--- src/rtl/sio_cfg_pkg.sv ---
package sio_cfg_pkg;
   localparam logic [7:0] IDX_LDN     = 8'h07;
   localparam logic [7:0] IDX_DEVID   = 8'h20;
   localparam logic [7:0] IDX_DEVREV  = 8'h21;
   localparam logic [7:0] IDX_PWRCTL  = 8'h22;
   localparam logic [7:0] IDX_PWRMGT  = 8'h23;
   localparam logic [7:0] IDX_OSC     = 8'h24;
   localparam logic [7:0] IDX_ACT     = 8'h30;
   localparam logic [7:0] IDX_BASE_HI = 8'h60;
   localparam logic [7:0] IDX_BASE_LO = 8'h61;
   localparam logic [7:0] IDX_IRQ     = 8'h70;
   localparam logic [7:0] IDX_IRQ2    = 8'h72;
   localparam logic [7:0] IDX_DMA     = 8'h74;
   localparam logic [7:0] IDX_FMODE   = 8'h90;
   localparam logic [7:0] IDX_FOPT    = 8'h91;

   localparam logic [7:0] KEY_UNLOCK  = 8'h55;
   localparam logic [7:0] KEY_LOCK    = 8'hAA;

   localparam int LD_FLOPPY    = 0;
   localparam int LD_PARALLEL  = 3;
   localparam int LD_KEYBOARD  = 7;
   localparam int PWR_CTL_DEVS = 6;

   typedef enum logic [1:0] {
      M_RUN   = 2'd0,
      M_ARMED = 2'd1,
      M_CFG   = 2'd2
   } cfg_state_e;
endpackage

--- src/rtl/sio_key_fsm.sv ---
module sio_key_fsm
   import sio_cfg_pkg::*;
(
   input  logic       clk,
   input  logic       rst_n,
   input  logic       idx_wr,
   input  logic       dat_wr,
   input  logic [7:0] wdata,
   output logic       cfg_mode
);
   cfg_state_e state_q, state_d;

   always_comb begin
      state_d = state_q;
      unique case (state_q)
         M_RUN: begin
            if (idx_wr && wdata == KEY_UNLOCK) state_d = M_ARMED;
         end
         M_ARMED: begin
            if (idx_wr && wdata == KEY_UNLOCK) state_d = M_CFG;
            else if (idx_wr || dat_wr)         state_d = M_RUN;
         end
         M_CFG: begin
            if (idx_wr && wdata == KEY_LOCK) state_d = M_RUN;
         end
         default: state_d = M_RUN;
      endcase
   end

   always_ff @(posedge clk) begin
      if (!rst_n) state_q <= M_RUN;
      else        state_q <= state_d;
   end

   assign cfg_mode = (state_q == M_CFG);

   assert_unlock_second_key_R1: assert property (@(posedge clk) disable iff (!rst_n)
      (state_q == M_ARMED && idx_wr && wdata == KEY_UNLOCK) |=> cfg_mode);
   assert_unlock_needs_arm_R1: assert property (@(posedge clk) disable iff (!rst_n)
      $rose(cfg_mode) |-> $past(state_q == M_ARMED));
   assert_restart_on_data_R2: assert property (@(posedge clk) disable iff (!rst_n)
      (state_q == M_ARMED && dat_wr && !idx_wr) |=> (state_q == M_RUN));
   assert_lock_key_R3: assert property (@(posedge clk) disable iff (!rst_n)
      (cfg_mode && idx_wr && wdata == KEY_LOCK) |=> !cfg_mode);
endmodule

--- src/rtl/sio_ld_bank.sv ---
module sio_ld_bank
   import sio_cfg_pkg::*;
#(
   parameter bit HAS_IRQ2 = 1'b0,
   parameter bit HAS_DMA  = 1'b0,
   parameter bit HAS_FDD  = 1'b0
)(
   input  logic        clk,
   input  logic        rst_n,
   input  logic        sel,
   input  logic        wr,
   input  logic [7:0]  idx,
   input  logic [7:0]  wdata,
   output logic [7:0]  rdata,
   output logic        act,
   output logic [15:0] base,
   output logic [7:0]  irq,
   output logic [7:0]  irq2,
   output logic [7:0]  dma,
   output logic [7:0]  fmode,
   output logic [7:0]  fopt
);
   logic       we;
   logic       act_q;
   logic [7:0] base_hi_q, base_lo_q, irq_q;

   assign we = sel && wr;

   always_ff @(posedge clk) begin
      if (!rst_n) begin
         act_q     <= 1'b0;
         base_hi_q <= '0;
         base_lo_q <= '0;
         irq_q     <= '0;
      end else if (we) begin
         if (idx == IDX_ACT)     act_q     <= wdata[0];
         if (idx == IDX_BASE_HI) base_hi_q <= wdata;
         if (idx == IDX_BASE_LO) base_lo_q <= wdata;
         if (idx == IDX_IRQ)     irq_q     <= wdata;
      end
   end

   generate
      if (HAS_IRQ2) begin : g_irq2
         logic [7:0] irq2_q;
         always_ff @(posedge clk) begin
            if (!rst_n)                     irq2_q <= '0;
            else if (we && idx == IDX_IRQ2) irq2_q <= wdata;
         end
         assign irq2 = irq2_q;
      end else begin : g_no_irq2
         assign irq2 = '0;
      end

      if (HAS_DMA) begin : g_dma
         logic [7:0] dma_q;
         always_ff @(posedge clk) begin
            if (!rst_n)                    dma_q <= '0;
            else if (we && idx == IDX_DMA) dma_q <= wdata;
         end
         assign dma = dma_q;
      end else begin : g_no_dma
         assign dma = '0;
      end

      if (HAS_FDD) begin : g_fdd
         logic [7:0] fmode_q, fopt_q;
         always_ff @(posedge clk) begin
            if (!rst_n) begin
               fmode_q <= '0;
               fopt_q  <= '0;
            end else if (we) begin
               if (idx == IDX_FMODE) fmode_q <= wdata;
               if (idx == IDX_FOPT)  fopt_q  <= wdata;
            end
         end
         assign fmode = fmode_q;
         assign fopt  = fopt_q;
      end else begin : g_no_fdd
         assign fmode = '0;
         assign fopt  = '0;
      end
   endgenerate

   assign act  = act_q;
   assign base = {base_hi_q, base_lo_q};
   assign irq  = irq_q;

   always_comb begin
      unique case (idx)
         IDX_ACT:     rdata = {7'd0, act_q};
         IDX_BASE_HI: rdata = base_hi_q;
         IDX_BASE_LO: rdata = base_lo_q;
         IDX_IRQ:     rdata = irq_q;
         IDX_IRQ2:    rdata = irq2;
         IDX_DMA:     rdata = dma;
         IDX_FMODE:   rdata = fmode;
         IDX_FOPT:    rdata = fopt;
         default:     rdata = 8'h00;
      endcase
   end

   assert_act_holds_R6: assert property (@(posedge clk) disable iff (!rst_n)
      !(we && idx == IDX_ACT) |=> $stable(act));
   assert_base_holds_R6: assert property (@(posedge clk) disable iff (!rst_n)
      !we |=> $stable(base));
endmodule

--- src/rtl/sio_cfg_port.sv ---
module sio_cfg_port
   import sio_cfg_pkg::*;
#(
   parameter int          NUM_DEV  = 9,
   parameter int          IO_AW    = 16,
   parameter int unsigned PRI_BASE = 32'h3F0,
   parameter int unsigned ALT_BASE = 32'h370,
   parameter logic [7:0]  DEV_ID   = 8'h02,
   parameter logic [7:0]  DEV_REV  = 8'h01
)(
   input  logic                 clk,
   input  logic                 rst_n,
   input  logic                 strap_alt,
   input  logic [IO_AW-1:0]     io_addr,
   input  logic                 io_wr,
   input  logic                 io_rd,
   input  logic [7:0]           io_wdata,
   output logic [7:0]           io_rdata,
   output logic                 cfg_mode,
   output logic [NUM_DEV-1:0]   dev_enable,
   output logic [NUM_DEV*16-1:0] dev_base,
   output logic [NUM_DEV*8-1:0] dev_irq,
   output logic [NUM_DEV*8-1:0] dev_irq2,
   output logic [NUM_DEV*8-1:0] dev_dma,
   output logic [7:0]           fdd_mode,
   output logic [7:0]           fdd_option
);
   localparam logic [IO_AW-1:0] PRI_IDX = PRI_BASE[IO_AW-1:0];
   localparam logic [IO_AW-1:0] ALT_IDX = ALT_BASE[IO_AW-1:0];
   localparam logic [IO_AW-1:0] ONE     = {{(IO_AW-1){1'b0}}, 1'b1};

   generate
      if (NUM_DEV < LD_KEYBOARD + 1 || NUM_DEV > 255) begin : g_bad_ndev
         $error("sio_cfg_port: NUM_DEV must cover the keyboard device and fit a byte");
      end
      if (IO_AW < 10 || IO_AW > 32) begin : g_bad_aw
         $error("sio_cfg_port: IO_AW out of range");
      end
      if ((PRI_BASE % 2) != 0 || (ALT_BASE % 2) != 0) begin : g_bad_base
         $error("sio_cfg_port: port pair bases must be even");
      end
   endgenerate

   logic [IO_AW-1:0] idx_addr, dat_addr;
   logic             hit_idx, hit_dat, idx_wr, dat_wr;
   logic [7:0]       index_q, ldn_q, pwrmgt_q, osc_q;
   logic [7:0]       pwr_ctl;
   logic [7:0]       bank_val;

   assign idx_addr = strap_alt ? ALT_IDX : PRI_IDX;
   assign dat_addr = idx_addr + ONE;
   assign hit_idx  = (io_addr == idx_addr);
   assign hit_dat  = (io_addr == dat_addr);
   assign idx_wr   = io_wr && hit_idx;
   assign dat_wr   = io_wr && hit_dat;

   sio_key_fsm u_key (
      .clk      (clk),
      .rst_n    (rst_n),
      .idx_wr   (idx_wr),
      .dat_wr   (dat_wr),
      .wdata    (io_wdata),
      .cfg_mode (cfg_mode)
   );

   always_ff @(posedge clk) begin
      if (!rst_n) begin
         index_q  <= '0;
         ldn_q    <= '0;
         pwrmgt_q <= '0;
         osc_q    <= '0;
      end else if (cfg_mode) begin
         if (idx_wr && io_wdata != KEY_LOCK) index_q <= io_wdata;
         if (dat_wr) begin
            if (index_q == IDX_LDN)    ldn_q    <= io_wdata;
            if (index_q == IDX_PWRMGT) pwrmgt_q <= io_wdata;
            if (index_q == IDX_OSC)    osc_q    <= io_wdata;
         end
      end
   end

   logic [7:0]  bank_rd    [NUM_DEV];
   logic [15:0] bank_base  [NUM_DEV];
   logic [7:0]  bank_irq   [NUM_DEV];
   logic [7:0]  bank_irq2  [NUM_DEV];
   logic [7:0]  bank_dma   [NUM_DEV];
   logic [7:0]  bank_fmode [NUM_DEV];
   logic [7:0]  bank_fopt  [NUM_DEV];

   generate
      for (genvar d = 0; d < NUM_DEV; d++) begin : g_bank
         sio_ld_bank #(
            .HAS_IRQ2 (d == LD_KEYBOARD),
            .HAS_DMA  (d == LD_FLOPPY || d == LD_PARALLEL),
            .HAS_FDD  (d == LD_FLOPPY)
         ) u_bank (
            .clk   (clk),
            .rst_n (rst_n),
            .sel   (cfg_mode && (ldn_q == 8'(d))),
            .wr    (dat_wr),
            .idx   (index_q),
            .wdata (io_wdata),
            .rdata (bank_rd[d]),
            .act   (dev_enable[d]),
            .base  (bank_base[d]),
            .irq   (bank_irq[d]),
            .irq2  (bank_irq2[d]),
            .dma   (bank_dma[d]),
            .fmode (bank_fmode[d]),
            .fopt  (bank_fopt[d])
         );
         assign dev_base[d*16 +: 16] = bank_base[d];
         assign dev_irq[d*8 +: 8]    = bank_irq[d];
         assign dev_irq2[d*8 +: 8]   = bank_irq2[d];
         assign dev_dma[d*8 +: 8]    = bank_dma[d];
      end
   endgenerate

   assign fdd_mode   = bank_fmode[LD_FLOPPY];
   assign fdd_option = bank_fopt[LD_FLOPPY];
   assign pwr_ctl    = {{(8-PWR_CTL_DEVS){1'b0}}, dev_enable[PWR_CTL_DEVS-1:0]};

   always_comb begin
      bank_val = 8'h00;
      for (int d = 0; d < NUM_DEV; d++) begin
         if (ldn_q == 8'(d)) bank_val = bank_rd[d];
      end
   end

   always_comb begin
      if (!io_rd || !(hit_idx || hit_dat)) begin
         io_rdata = 8'h00;
      end else if (!cfg_mode) begin
         io_rdata = 8'hFF;
      end else if (hit_idx) begin
         io_rdata = index_q;
      end else begin
         unique case (index_q)
            IDX_LDN:    io_rdata = ldn_q;
            IDX_DEVID:  io_rdata = DEV_ID;
            IDX_DEVREV: io_rdata = DEV_REV;
            IDX_PWRCTL: io_rdata = pwr_ctl;
            IDX_PWRMGT: io_rdata = pwrmgt_q;
            IDX_OSC:    io_rdata = osc_q;
            default:    io_rdata = bank_val;
         endcase
      end
   end

   assert_run_data_ignored_R3: assert property (@(posedge clk) disable iff (!rst_n)
      (!cfg_mode && dat_wr) |=> ($stable(dev_enable) && $stable(dev_base) && $stable(dev_irq)));
   assert_run_reads_ff_R3: assert property (@(posedge clk) disable iff (!rst_n)
      (!cfg_mode && io_rd && hit_dat) |-> (io_rdata == 8'hFF));
   assert_pwrctl_view_R9: assert property (@(posedge clk) disable iff (!rst_n)
      (cfg_mode && io_rd && hit_dat && index_q == IDX_PWRCTL) |->
      (io_rdata[7:6] == 2'b00 && io_rdata[5:0] == dev_enable[5:0]));
   assert_bad_ldn_no_effect_R11: assert property (@(posedge clk) disable iff (!rst_n)
      (cfg_mode && dat_wr && ldn_q >= 8'(NUM_DEV) && index_q >= IDX_ACT) |=>
      ($stable(dev_enable) && $stable(dev_base)));
endmodule

--- config.mk ---
export PLATFORM = sky130hd
export DESIGN_NAME = sio_cfg_port
export DESIGN_NICKNAME = d
export VERILOG_FILES = /design/src/rtl/sio_cfg_pkg.sv /design/src/rtl/sio_key_fsm.sv /design/src/rtl/sio_ld_bank.sv /design/src/rtl/sio_cfg_port.sv
export SDC_FILE = /design/constraint.sdc
export NUM_CORES = 1
export LEC_CHECK = 0
export BUFFER_PORTS_ARGS = -buffer_cell sky130_fd_sc_hd__buf_2
export CAP_MARGIN = 5
export CORE_UTILIZATION = 44
export DETAILED_ROUTE_END_ITERATION = 10
export PLACE_DENSITY = 0.69
export SLEW_MARGIN = 20
export SYNTH_ARGS = -nofsm -noshare
export SYNTH_HDL_FRONTEND = slang
export SYNTH_SLANG_ARGS = --single-unit
--- constraint.sdc ---
create_clock -name clk -period 4.29 [get_ports clk]
set_input_delay 0 -clock clk [delete_from_list [all_inputs] [get_ports clk]]
set_output_delay 0 -clock clk [all_outputs]
set_load 0.05 [all_outputs]
* Yosys cells after proc, flatten, opt, wreduce, memory -nomap -nowiden *
Cells that the tools add are included.

word-level totals
  register bits = 299
  output and inout bits = 394
  word-level logic and storage cells = 183

operators by class
  add/sub/neg operators = 1
  eq/ne operators = 32
  mux-type cells = 28
  reduce and logical (&&, ||, !) cells = 76

operator list
  operator                                               count
  one-hot mux 8 bit (4 select lines)                     6
  two-way mux 8 bit                                      13
  one-hot mux 8 bit (5 select lines)                     2
  AND reduction 2 bit                                    39
  one-hot mux 8 bit (7 select lines)                     1
  equality test 8 x 6 -> 1 bit, second input constant    6
  equality test 8 x 7 -> 1 bit, second input constant    6
  one-hot mux 8 bit (6 select lines)                     1
  equality test 8 x 3 -> 1 bit, second input constant    5
  logical AND 1 bit                                      26
  equality test 8 bit, second input constant             3
  equality test 16 x 10 -> 1 bit                         1
  equality test 16 x 11 -> 1 bit                         1
  equality test 8 x 2 -> 1 bit, second input constant    2
  AND reduction 3 bit                                    4
  adder 10 x 1 -> 11 bit, second input constant          1
  equality test 8 x 1 -> 1 bit, second input constant    1
  equality test 8 x 4 -> 1 bit, second input constant    1
  logical NOT 8 bit                                      1
  two-way mux 2 bit                                      4
  inequality test 8 bit, second input constant           1
  one-hot mux 2 bit (3 select lines)                     1
  inequality test 2 x 1 -> 1 bit, second input constant  2
  logical OR 1 bit                                       3
  other kinds (5)                                        6

* Logic depth before layout (Yosys ltp) *
  word-level depth = 15
  depth in mapped cells = 13
  mapped depth without buffers = 8

* Cells and area by module *
From an unflattened synthesis, not the netlist that was laid out.

second synthesis, totals
  cell total of the unflattened synthesis = 1,931
  area, all modules = 17,350.4 sq um

by module, submodules not included
  module                               instances  cells each  area each (sq um)
  sio_ld_bank at g_bank[1].u_bank ...  6          158         1,423.9
  sio_cfg_port                         1          352         2,686.3
  sio_ld_bank at g_bank[0].u_bank      1          231         2,418.6
  sio_ld_bank at g_bank[7].u_bank      1          192         1,796.7
  sio_ld_bank at g_bank[3].u_bank      1          191         1,759.2
  sio_key_fsm                          1          17          146.4

* Worst setup path after synthesis *
Ideal clock, no wire load.

  path type = register to output
  from = reg index_q[0]
  to = out io_rdata[6]
  data arrival time = 3,536 ps
  data required time = 4,290 ps
  setup slack = 754 ps
  stages on the path, launching flop included = 12
  path buffers = 5
  path through = dfxtp_1 -> clkbuf_1 -> or4_1 -> clkbuf_1 -> nor2_1 -> buf_2 -> buf_2 -> buf_2 -> a222oi_1 -> o32ai_1 -> nor3_1 -> a221oi_1

on the way
  longest elaborated chain between the ends = 15
  elaborated cells on any way between the ends = 36
  those cells by class = eq/ne (14); mux (22)

ends and longest elaborated chain
  element                                      RTL line             RTL
  start, declared                              sio_cfg_port.sv:46   logic [7:0] index_q, ldn_q, pwrmgt_q, osc_q;
  start signal, assigned                       sio_cfg_port.sv:73   if (idx_wr && io_wdata != KEY_LOCK) index_q <= io_wdata;
  equality test 8 bit (tied with other cells)  sio_ld_bank.sv:90    unique case (idx)
  one-hot mux 8 bit (7 select lines)           sio_ld_bank.sv:90
  two-way mux 8 bit (9 in series)              sio_cfg_port.sv:126  if (ldn_q == 8'(d)) bank_val = bank_rd[d];
  one-hot mux 8 bit (6 select lines) (*)       sio_cfg_port.sv:138  unique case (index_q)
  two-way mux 8 bit (*)                        sio_cfg_port.sv:135  end else if (hit_idx) begin
  two-way mux 8 bit (*)                        sio_cfg_port.sv:133  end else if (!cfg_mode) begin
  two-way mux 8 bit (*)                        sio_cfg_port.sv:131  if (!io_rd || !(hit_idx || hit_dat)) begin
  end, declared                                sio_cfg_port.sv:18   output logic [7:0] io_rdata,

Every way passes the cells marked *; elsewhere a longest branch is shown, timed or not.

* Worst setup path after layout *
  from = reg index_q[6]
  to = out io_rdata[6]

on the way
  longest elaborated chain between the ends = 15
  elaborated cells on any way between the ends = 36
  those cells by class = eq/ne (14); mux (22)

ends and longest elaborated chain
  element                                      RTL line
  equality test 8 bit (tied with other cells)  sio_ld_bank.sv:90
  one-hot mux 8 bit (7 select lines)           sio_ld_bank.sv:90
  two-way mux 8 bit (9 in series)              sio_cfg_port.sv:126
  one-hot mux 8 bit (6 select lines)           sio_cfg_port.sv:138
  two-way mux 8 bit (*)                        sio_cfg_port.sv:135
  two-way mux 8 bit (*)                        sio_cfg_port.sv:133
  two-way mux 8 bit (*)                        sio_cfg_port.sv:131

Marked as above.

==> impl_metrics.yaml <==
run_status:
  outcome: "finished clean"
sta:
  fmax_mhz: 243
  worstMarginPinSlew_ns: 1.07
  finalSetupTns_ns: 0
  grt_setup_unrepaired: "false"
  finalClockSkew_ns: 0.0232
  hold_viol: 0
  layout_worst_path_cycle_share_pct: 95.9
  period_minus_slack_ns: 4.11
  max_slew_margin_pct: 28.3
  setup_viol: 0
  drv_slew: 0
synth:
  ys_ff_latch: 299
  netlist_instances: 1902
  yosys_warnings: 0
  synth-edff-count: 0
  ys.flop_type: "dfxtp_1"
  synthesis.area_sq_mm: 0.0153
  ys_seq_area_share_pct: 39.0
  async_reset_ff_share_pct: 0
  yosys.cell_types.count: 67
  syn_avg_cell_area_sq_um: 8.06
clock_network:
  clkSinkCount: 299
  clkTransAtPathRegs_ns: 0.06
  htree_num_levels: 2
  ctsLongestPathBuffers: 3
  clkLatencyLatePin_ns: 0.52
  clock-root-buffer: "clkbuf_16"
  numCtsBuffers: 34
  cts_tree: "yes"
  post_cts_buffers: 0
global_routing:
  track_usage_pct: 32.8
  antenna_found_initial: 0
  grt_pass1_vias: 14100
  grt_pass1_wl_mm: 89.0
  grt_start_max_net_pins: 164
  grt_overflow: 0
drt:
  vias: 15400
  drtPass1Iterations: 10
  final_antenna_net_count: 0
  drc: 0
  wire_per_inst_um: 23.1
  drt_wl_total_mm: 60.5
  drt_first_iter_violations: 1892
  vias_per_cell: 5.85
cells_and_area:
  num-fill-cells: 3220
  drive_gt1_share_pct: 20.2
  multi_input_area_sq_mm: 0.00837
  final_common_cell: "nand2_1"
  area_growth_pct: 16.8
  nets: 2185
  antenna_cells: 0
  layout_common_cells: "nand2_1, buf_2, dfxtp_1"
  final_cells: 2624
  final-seq-area_sq_mm: 0.00599
floorplan:
  pin_count: 423
  fp.dieW_um: 189
  die_h_um: 189
  rows: 67
  die_area_sq_mm: 0.0356
  initial_core_util_pct: 45.3
  core_sq_mm: 0.0339
critical_path:
  crit_fanout: 16
  cp.arrival_ns: 4.11
  worst_setup_path_start_kind: "flop"
  required_ns: 4.29
  crit_path_frequent_cell: "buf_4"
  worst_setup_path_end_kind: "primary output"
  crit_buf_inv: 3
  slowest_delay_ns: 0.67
  r2r-start: "index_q[6]"
  crit_chain: "nor4bb_2 > buf_4 > and2_1 > buf_4 > a222oi_1 > o32ai_1 > nor3_1 > a221oi_1 > buf_2"
  crit_family: "compound AO/OA/AOI/OAI gates"
  cpMaxStageDelayCell: "dfxtp_1"
  crit_start: "index_q[6]"
  path_class: "reg -> out"
placement:
  port-buffer-count: 302
  hpwl_mm: 42.7
  placed_cells: 2566
  gp_congestion: 1.05
flow_run:
  maxCapViolations: 0
pwr:
  power_leakage_nw: 6.92
  vdd_drop_max_uv: 306
  power-per-cell-area_mw_per_mm2: 332
  power_mw: 5.94
min_path:
  min_from: "io_addr[0]"
  worstHoldPathType: "in -> reg"
[cells by family after synthesis]
group / share of synthesized area, %
multiplexers: 5.41
AND/OR/NAND/NOR: 23.4
AO/OA/AOI/OAI: 22.5
buffers and inverters: 9.56
XOR/XNOR: 0.0571
other: 0.0245
flip-flops: 39.0
[through the flow]
stage	instance area [sq um]	setup slack (ns)	hold WS, ns	utilization (%)
floorplan	15800	0.754	0.321	-
global placement	16800	0.699	0.360	49.7
detailed placement	16800	0.694	0.362	49.7
CTS	17900	0.148	0.0611	52.8
global route	17900	0.0340	0.0909	52.9
finish	17900	0.176	0.0633	52.9
[Yosys cell counts, drive strengths merged (2+ instances only)]
| library cell | number | area (sq um) |
|---|---|---|
| a2111oi | 3 | 26.3 |
| a211o | 2 | 17.5 |
| a211oi | 5 | 37.5 |
| a21boi | 267 | 2000 |
| a21oi | 29 | 145 |
| a221o | 2 | 20.0 |
| a221oi | 18 | 158 |
| a222oi | 28 | 280 |
| a22o | 5 | 43.8 |
| a22oi | 35 | 263 |
| a31oi | 3 | 18.8 |
| and2 | 6 | 37.5 |
| buf | 150 | 1070 |
| clkbuf | 100 | 375 |
| dfxtp | 299 | 5990 |
| inv | 6 | 22.5 |
| mux2 | 7 | 78.8 |
| mux2i | 75 | 751 |
| nand2 | 611 | 2290 |
| nand2b | 2 | 12.5 |
| nand3 | 22 | 115 |
| nand4 | 6 | 37.5 |
| nand4b | 2 | 17.5 |
| nor2 | 43 | 164 |
| nor2b | 39 | 244 |
| nor3 | 30 | 344 |
| nor3b | 2 | 15.0 |
| nor4 | 8 | 62.6 |
| nor4b | 7 | 61.3 |
| nor4bb | 2 | 20.0 |
| o2111ai | 2 | 17.5 |
| o211ai | 4 | 30.0 |
| o21ai | 28 | 140 |
| o22ai | 13 | 81.3 |
| o2bb2ai | 7 | 61.3 |
| o32ai | 3 | 26.3 |
| or2 | 2 | 12.5 |
| or3 | 4 | 25.0 |
| or4 | 4 | 30.0 |
| or4b | 4 | 40.0 |
[worst min-delay path, delay by kind of cell]
kind                   cells  cell delay [ns]
AO/OA/AOI/OAI              1             0.16
AND/OR/NAND/NOR            3             0.24
buffers and inverters      1             0.12
[what timing repair did]
item / in CTS / in global routing
gates resized for setup: 0 / 3
hold buffers: 2 / 0
endpoints found under the setup margin: 0 / 2
hold endpoints to repair: 4 / 0
[worst paths after layout]
path                                         to  slack, ns  depth (start not counted)
setup / recovery                    io_rdata[6]       0.18                          9
hold / removal                 u_key.state_q[0]       0.06                          5
setup reg to reg  g_bank[6].u_bank.base_lo_q[5]       1.30                          6
hold reg to reg   g_bank[7].u_bank.base_lo_q[4]       0.47                          2
[state kept, by name (all words and copies together), names as in the netlist]
register                 count
g_bank.u_bank.irq2           8
pwrmgt_q                     8
g_bank.u_bank.dma           16
g_bank.u_bank.act            9
g_bank.u_bank.base_hi_q     72
g_bank.u_bank.irq           72
g_bank.u_bank.base_lo_q     72
index_q                      8
g_bank.u_bank.fopt           8
ldn_q                        8
g_bank.u_bank.fmode          8
u_key.state_q                2
osc_q                        8
[where the power goes]
group / switching [mW] / total (mW) / leakage (nW) / internal [mW]
Sequential: 0.000000000865 / 2.78 / 2.41 / 2.78
Clock: 1.15 / 2.77 / 0.503 / 1.61
Combinational: 0.342 / 0.399 / 4.01 / 0.0571
[final cells by class]
type	count	area share, %
clock buffers	50	5.37
multi-input cells	1466	46.8
clock inverters	6	0.370
repair buffers	349	10.8
inverters	6	0.126
flip-flops and latches	299	33.4
well taps	448	3.13
[per-layer routing]
layer | GRT usage [%] | vias up | share of wire (%)
li1 | - | 6826 | -
met1 | 43.7 | 7349 | 40
met4 | 13.6 | 0 | 4.0
met5 | 0 | - | 0
met2 | 52.8 | 1022 | 46
met3 | 4.88 | 159 | 10
Power figures use the tool's default switching activity.
